==> config.mk <==
export PLATFORM = sky130hd
export DESIGN_NAME = vsid_scrambler
export DESIGN_NICKNAME = d
export VERILOG_FILES = /design/src/rtl/vsid_pkg.sv /design/src/rtl/vsid_proto_build.sv /design/src/rtl/vsid_mult_stage.sv /design/src/rtl/vsid_fold_stage.sv /design/src/rtl/vsid_scrambler.sv
export SDC_FILE = /design/constraint.sdc
export NUM_CORES = 2
export LEC_CHECK = 0
export BUFFER_PORTS_ARGS = -buffer_cell sky130_fd_sc_hd__buf_2
export CAP_MARGIN = 40
export CORE_MARGIN = 3
export CORE_UTILIZATION = 49
export DETAILED_ROUTE_END_ITERATION = 10
export MAX_ROUTING_LAYER = met4
export PLACE_DENSITY_LB_ADDON = 0.1
export SLEW_MARGIN = 20
export SYNTH_ARGS = -nofsm -noshare
export SYNTH_HDL_FRONTEND = slang
export SYNTH_HIERARCHICAL = 1
export SYNTH_SLANG_ARGS = --single-unit
export TNS_END_PERCENT = 30
==> constraint.sdc <==
create_clock -name clk -period 22.4 [get_ports clk]
set_clock_uncertainty 0.2 [all_clocks]
set_input_delay 4.48 -clock clk [delete_from_list [all_inputs] [get_ports clk]]
set_output_delay 4.48 -clock clk [all_outputs]
set_load 0.005 [all_outputs]
==> src/rtl/vsid_pkg.sv <==
package vsid_pkg;
    localparam int EA_W       = 64;
    localparam int VSID_W     = 36;
    localparam int SEG_SHIFT  = 28;
    localparam int CTX_W      = 19;
    localparam int USEG_W     = 16;
    localparam int MULT_W     = 28;
    localparam logic [MULT_W-1:0] SCRAMBLE_MULT = 28'd200730139;
    localparam int PROD_W     = VSID_W + MULT_W;
    localparam int UPROTO_W   = CTX_W + USEG_W;

    typedef enum logic [1:0] {
        PS_OFF  = 2'd0,
        PS_IDLE = 2'd1,
        PS_BUSY = 2'd2
    } pipe_state_e;
endpackage

==> src/rtl/vsid_proto_build.sv <==
module vsid_proto_build
    import vsid_pkg::*;
(
    input  logic              kernel,
    input  logic [CTX_W-1:0]  ctx,
    input  logic [EA_W-1:0]   ea,
    output logic [VSID_W-1:0] proto,
    output logic              reserved
);
    logic [VSID_W-1:0] seg_num;
    logic [VSID_W-1:0] user_proto;
    logic              unused_low_ea;

    assign seg_num       = ea[SEG_SHIFT +: VSID_W];
    assign unused_low_ea = ^ea[SEG_SHIFT-1:0];

    generate
        if (UPROTO_W < VSID_W) begin : g_pad
            assign user_proto = {{(VSID_W-UPROTO_W){1'b0}}, ctx, seg_num[USEG_W-1:0]};
        end else begin : g_nopad
            assign user_proto = {ctx, seg_num[USEG_W-1:0]};
        end
    endgenerate

    always_comb begin
        proto    = kernel ? seg_num : user_proto;
        reserved = (&proto) || (proto[VSID_W-1 -: 2] == 2'b10);
    end
endmodule

==> src/rtl/vsid_mult_stage.sv <==
module vsid_mult_stage
    import vsid_pkg::*;
(
    input  logic              clk,
    input  logic              load,
    input  logic [VSID_W-1:0] proto,
    input  logic              reserved,
    output logic [PROD_W-1:0] product,
    output logic              err
);
    always_ff @(posedge clk) begin
        if (load) begin
            product <= PROD_W'(proto) * PROD_W'(SCRAMBLE_MULT);
            err     <= reserved;
        end
    end
endmodule

==> src/rtl/vsid_fold_stage.sv <==
module vsid_fold_stage
    import vsid_pkg::*;
(
    input  logic              clk,
    input  logic              rst_n,
    input  logic              in_valid,
    input  logic [PROD_W-1:0] product,
    input  logic              in_err,
    output logic              out_valid,
    output logic [VSID_W-1:0] out_vsid,
    output logic              out_err
);
    logic [VSID_W:0] folded;
    logic [VSID_W:0] folded_inc;
    logic [VSID_W:0] corrected;

    always_comb begin
        folded     = {1'b0, product[VSID_W-1:0]}
                   + {{(VSID_W+1-MULT_W){1'b0}}, product[PROD_W-1:VSID_W]};
        folded_inc = folded + 1'b1;
        corrected  = folded + {{VSID_W{1'b0}}, folded_inc[VSID_W]};
    end

    always_ff @(posedge clk) begin
        if (!rst_n) out_valid <= 1'b0;
        else        out_valid <= in_valid;
    end

    always_ff @(posedge clk) begin
        if (in_valid) begin
            out_vsid <= corrected[VSID_W-1:0];
            out_err  <= in_err;
        end
    end
endmodule

==> src/rtl/vsid_scrambler.sv <==
module vsid_scrambler
    import vsid_pkg::*;
(
    input  logic              clk,
    input  logic              rst_n,
    input  logic              req_valid,
    output logic              req_ready,
    input  logic              req_kernel,
    input  logic [CTX_W-1:0]  req_ctx,
    input  logic [EA_W-1:0]   req_ea,
    output logic              rsp_valid,
    output logic [VSID_W-1:0] rsp_vsid,
    output logic              rsp_err
);
    pipe_state_e       state_q, state_d;
    logic              accept;
    logic              s1_full;
    logic [VSID_W-1:0] proto;
    logic              proto_bad;
    logic [PROD_W-1:0] s1_product;
    logic              s1_err;

    assign accept = req_valid && req_ready;

    always_comb begin
        state_d = state_q;
        unique case (state_q)
            PS_OFF:  state_d = PS_IDLE;
            PS_IDLE: state_d = accept ? PS_BUSY : PS_IDLE;
            PS_BUSY: state_d = accept ? PS_BUSY : PS_IDLE;
            default: state_d = PS_OFF;
        endcase
    end

    always_ff @(posedge clk) begin
        if (!rst_n) state_q <= PS_OFF;
        else        state_q <= state_d;
    end

    always_comb begin
        req_ready = (state_q != PS_OFF);
        s1_full   = (state_q == PS_BUSY);
    end

    vsid_proto_build u_proto (
        .kernel   (req_kernel),
        .ctx      (req_ctx),
        .ea       (req_ea),
        .proto    (proto),
        .reserved (proto_bad)
    );

    vsid_mult_stage u_mult (
        .clk      (clk),
        .load     (accept),
        .proto    (proto),
        .reserved (proto_bad),
        .product  (s1_product),
        .err      (s1_err)
    );

    vsid_fold_stage u_fold (
        .clk       (clk),
        .rst_n     (rst_n),
        .in_valid  (s1_full),
        .product   (s1_product),
        .in_err    (s1_err),
        .out_valid (rsp_valid),
        .out_vsid  (rsp_vsid),
        .out_err   (rsp_err)
    );
endmodule

# Word level (Yosys, flattened, before mapping)
# Index checks and enable logic that the tools add are counted.
[word_totals]
inputBits = 87
out_inout_bits = 39
reg_bits = 105
word_cells = 22
[op_classes]
n_eq_ne = 3
mux = 3
add_sub_neg = 3
n_reduce_logical = 6
n_mul = 1
[ops]
columns = ["cell", "n"]
rows = [
  ["36-bit by 28-bit multiplier with 64-bit output (second input constant)", 1],
  ["36-bit by 28-bit adder with 37-bit output", 1],
  ["37-bit by 1-bit adder with 37-bit output (second input constant)", 1],
  ["36-bit by 1-bit adder with 36-bit output", 1],
  ["36-bit 2-to-1 mux", 1],
  ["36-bit AND reduction", 1],
  ["2-bit equality test (second input constant)", 2],
  ["2-bit case mux with 2 select lines", 1],
  ["2-bit by 1-bit equality test with 1-bit output (second input constant)", 1],
  ["2-bit logical NOT", 1],
  ["2-bit 2-to-1 mux", 1],
  ["2-bit nonzero test", 1],
  ["2-bit OR reduction", 1],
  ["1-bit logical AND", 1],
  ["1-bit logical OR", 1],
]

# Logic depth before layout (Yosys ltp)
[depth]
ltp_word = 4
mapped_depth = 27
depth_no_buf = 25

# Modules after synthesis
# Netlist, hierarchy kept.
[by_module_without_submodules]
columns = ["module", "seq_area_each_um2", "cells_each", "n_inst", "area_each_um2"]
rows = [
  ["vsid_mult_stage", 1951.9, 2220, 1, 22176.3],
  ["vsid_fold_stage", 1131.1, 461, 1, 4017.6],
  ["vsid_proto_build", 0.0, 62, 1, 485.5],
  ["vsid_scrambler", 40.0, 13, 1, 130.1],
]

# Least setup slack after synthesis
# No wires, ideal clock.
[synth_path]
path_type = "in2reg"
from = "input req_kernel"
to = "register u_mult.product[60] (data pin)"
path_stages = 23
required_time_ns = 21.937
setup_ns = 0.263
arrival_ns = 11.235
n_path_buf = 3
path_slack_ns = 10.702
path_cell_list = "buf_6 buf_4 o21ai_0 inv_1 fa_1 fa_1 inv_1 fa_1 fa_1 fa_1 fa_1 inv_1 fa_1 inv_1 ha_1 clkbuf_1 nand3_1 or4_1 a21oi_1 nor2_1 o311ai_1 a311oi_1 xnor2_1"
[synth_via]
elab_chain_cells = 2
[synth_lines]
columns = ["element", "line_no", "text"]
rows = [
  ["from (decl)", "vsid_scrambler.sv:8", "input logic req_kernel,"],
  ["36-bit 2-to-1 mux", "vsid_proto_build.sv:26", "proto = kernel ? seg_num : user_proto;"],
  ["net proto[20]", "vsid_scrambler.sv:18", "logic [VSID_W-1:0] proto;"],
  ["36-bit by 28-bit multiplier with 64-bit output", "vsid_mult_stage.sv:13", "product <= PROD_W'(proto) * PROD_W'(SCRAMBLE_MULT);"],
  ["to (signal assigned)", "vsid_mult_stage.sv:13", ""],
  ["to (decl)", "vsid_mult_stage.sv:8", "output logic [PROD_W-1:0] product,"],
]
# The timed path passes the listed nets, and every way through them passes these cells.
# A chain may end at the register's enable or synchronous reset.

# Worst setup path in the final report
[layout_path]
from = "input req_kernel"
to = "register u_mult.product[62] (data pin)"
# Same word-level chain as after synthesis.

==> impl_metrics.csv <==
group,metric,value,unit
drt,route.detailed.vias_per_inst,5.29,
yosys,area_of_the_mapped_netlist,26800,µm²
worst_setup_path,critical_path.startpoint_type,"primary input",
yosys,yosysUniqueCellTypes,88,
yosys,syn_nets,3718,
clock_tree,tritoncts,"built",
clock_tree,cts_htree_levels,3,
yosys,synth_area_leaders,"fa_1, ha_1, inv_1",
timing,setup_viol_count_final,0,
worst_setup_path,timing.critical_path.mode_cell,"fa_1",
floorplan,core_region_area,54000,µm²
timing,worst_hold_slack,0.233,ns
drt,ant_nets,0,
final_layout,final_layout_size_suffix_gt1_frac,0.0642,
global_routing,grt_start_max_net_pins,67,
timing,rsz0062_at_grt,"no",
timing,relSlewSlack,0.479,
min_path,worstHoldPathType,"flop to flop",
yosys,ys_async_sr_fraction,0,
final_layout,most_common_cell_after_layout_fill_and_taps_aside,"inv_1",
global_routing,globalRouteTotalUtil,0.279,
yosys,synth_seq_area_share,0.116,
worst_setup_path,critPathLaunch,"req_kernel",
min_path,hold_path.startpoint,"u_mult/err",
yosys,synthesis.instances,2756,
timing,timing.final.hold_violations,0,
final_layout,layout.area.seq,3120,µm²
global_routing,grt.overflow.total,0,
placement,placement.io_buffers,97,
final_layout,antenna_cells_inserted,0,
final_layout,fin_area,28200,µm²
floorplan,die_w,240,µm
yosys,ys_dominant_reg_cell,"edfxtp_1",
worst_setup_path,cp.required,22.31,ns
timing,totalNegativeSetupSlack,0,ns
clock_tree,clock-root-buffer,"clkbuf_16",
yosys,synth-edff-count,102,
floorplan,y_dimension_of_the_die,240,µm
timing,min_period_over_period,0.542,
global_routing,first_global_vias,20000,
job,max_cap_violations,0,
placement,dpl-instance-area,27900,µm²
clock_tree,cts.reportedPaths.clkPinSlew,0.08,ns
global_routing,antenna_found_initial,0,
floorplan,dieArea,57600,µm²
timing,post-route-min-period,12.14,ns
floorplan,start_util,0.496,
final_layout,most_frequent_cells_in_the_layout,"inv_1, fa_1, ha_1",
clock_tree,cts.sink_count,105,
clock_tree,post_cts.resized_instances,0,
clock_tree,cts_setup_buffers,0,
yosys,postSynthAreaPerCell,9.73,µm²
clock_tree,worstSkewPairLatency,0.35,ns
clock_tree,tritoncts.num_buffers,9,
worst_setup_path,critical_path.slowest_cell,"mux2_2",
timing,worst_slew_pin_slew,0.777,ns
drt,route.vias.total,18600,
global_routing,grt_first_pass_wirelength,116,mm
floorplan,row_count,85,
worst_setup_path,cp_max_fo,24,
worst_setup_path,timing_worst_setup_path_type,"primary input to flop",
placement,detailedPlacementHpwl,65.3,mm
drt,first_pass_iters,5,
final_layout,area.growth.synth_to_final,5.35,%
worst_setup_path,delay_of_the_slowest_critical_path_stage,0.58,ns
placement,globalplace.congestion,0.978,
drt,drc_errors,0,
final_layout,multi_input_area,20000,µm²
final_layout,layout.filler_cells,5026,
floorplan,boundaryPins,126,
timing,maximum_clock_frequency,82.4,MHz
drt,routed_wl,74.1,mm
worst_setup_path,cp_data_arrival_time,12.05,ns
yosys,netlist.area_leader.share,0.366,
worst_setup_path,worstPathCellList,"buf_2 > mux2_2 > inv_1 > fa_1 > fa_1 > inv_1 > fa_1 > fa_1 > fa_1 > fa_1 > inv_1 > fa_1 > inv_1 > ha_1 > a21oi_1 > o21ai_0 > a21oi_1 > o221ai_1 > o31a_1 > o21a_1 > o21ai_1 > nor2_1 > a311oi_1",
final_layout,finish.net_count,3775,
yosys,post-synth-top-area-cell,"fa_1",
drt,post_drt_wl_per_cell,21.1,µm
timing,total_count_of_max_transition_violations_in_the_final_report,0,
yosys,ys_ff_latch,105,
worst_setup_path,critical_path.endpoint_type,"flop",
clock_tree,cts_hold_buf,0,
worst_setup_path,worst_r2r_startpoint,"u_mult/product[8]",
clock_tree,ctsLongestPathBuffers,2,
yosys,synth_warnings,6,
outcome,run_status,"complete, no violations",
drt,drt-initial-drc-count,1185,
-- synth_stat cells (8+ instances only) --
| library cell | number |
|---|---|
| mux2_2 | 17 |
| xor2_1 | 38 |
| nor2_1 | 70 |
| nand2_1 | 105 |
| ha_1 | 385 |
| fa_1 | 490 |
| nor2b_1 | 9 |
| a31oi_1 | 12 |
| buf_4 | 19 |
| edfxtp_1 | 102 |
| clkbuf_1 | 18 |
| nor3_1 | 19 |
| a21oi_1 | 99 |
| o211ai_1 | 8 |
| and2_1 | 11 |
| o21ai_1 | 19 |
| o21bai_1 | 16 |
| nand3_1 | 38 |
| o21ai_0 | 38 |
| and3_1 | 12 |
| nand2b_1 | 11 |
| a21o_1 | 50 |
| nand4_1 | 37 |
| xnor2_1 | 75 |
| buf_2 | 18 |
| inv_1 | 890 |
-- flip-flops by register name, summed over array words and instances, names as in the netlist --
| name | cells |
|---|---|
| u_fold/out_valid | 1 |
| u_mult/product | 64 |
| u_mult/err | 1 |
| state_q | 2 |
| u_fold/out_err | 1 |
| u_fold/out_vsid | 36 |
-- metrics by stage --
step	utilization	std cells	setup WS, ns
finish	0.523	3514	10.26
global route	0.523	3514	9.86
CTS	0.522	3512	10.33
detailed placement	0.516	3496	9.95
global placement	0.516	3495	9.96
floorplan	-	2756	10.70
-- metal layers --
layer  vias up  global-route usage  wire [µm]
li1       8676                   -          -
met3        74              0.0375       3370
met5         -                   -          0
met1      9421               0.374      33200
met4         0              0.0694       2230
met2       406               0.455      35400
-- layout make-up --
type | instances | share of cell area
inverters | 890 | 0.118
multi-input cells | 1703 | 0.709
flip-flops and latches | 105 | 0.111
repair buffers | 104 | 0.0203
clock buffers | 9 | 0.00797
clock inverters | 7 | 0.00337
well taps | 696 | 0.0308
-- final timing paths --
kind | endpoint | slack (ns) | cells after the start
hold / removal | u_fold/out_err | 0.23 | 0
setup / recovery | u_mult/product[62] | 10.26 | 23
hold reg to reg | u_fold/out_err | 0.23 | 0
setup reg to reg | u_fold/out_vsid[35] | 15.75 | 20
-- logic make-up after synthesis --
family	Yosys count	share of synthesized area
adder cells (fa/ha/maj)	875	0.546
AND/OR/NAND/NOR	364	0.0703
buffers and inverters	948	0.137
multiplexers	18	0.00751
AO/OA/AOI/OAI	332	0.0855
flip-flops	105	0.116
XOR/XNOR	114	0.0375
-- worst max-delay path, delay by kind of cell --
kind | cells | cell delay [ns]
buffers and inverters | 5 | 0.75
muxes | 1 | 0.58
and+or+nand+nor | 1 | 0.09
AOI/OAI and AO/OA | 8 | 2.14
adders and majority gates | 8 | 4.01
Power is left out: the tool's default activity adds up to more than one toggle a clock period on the data nets, which glitch-free logic cannot reach.
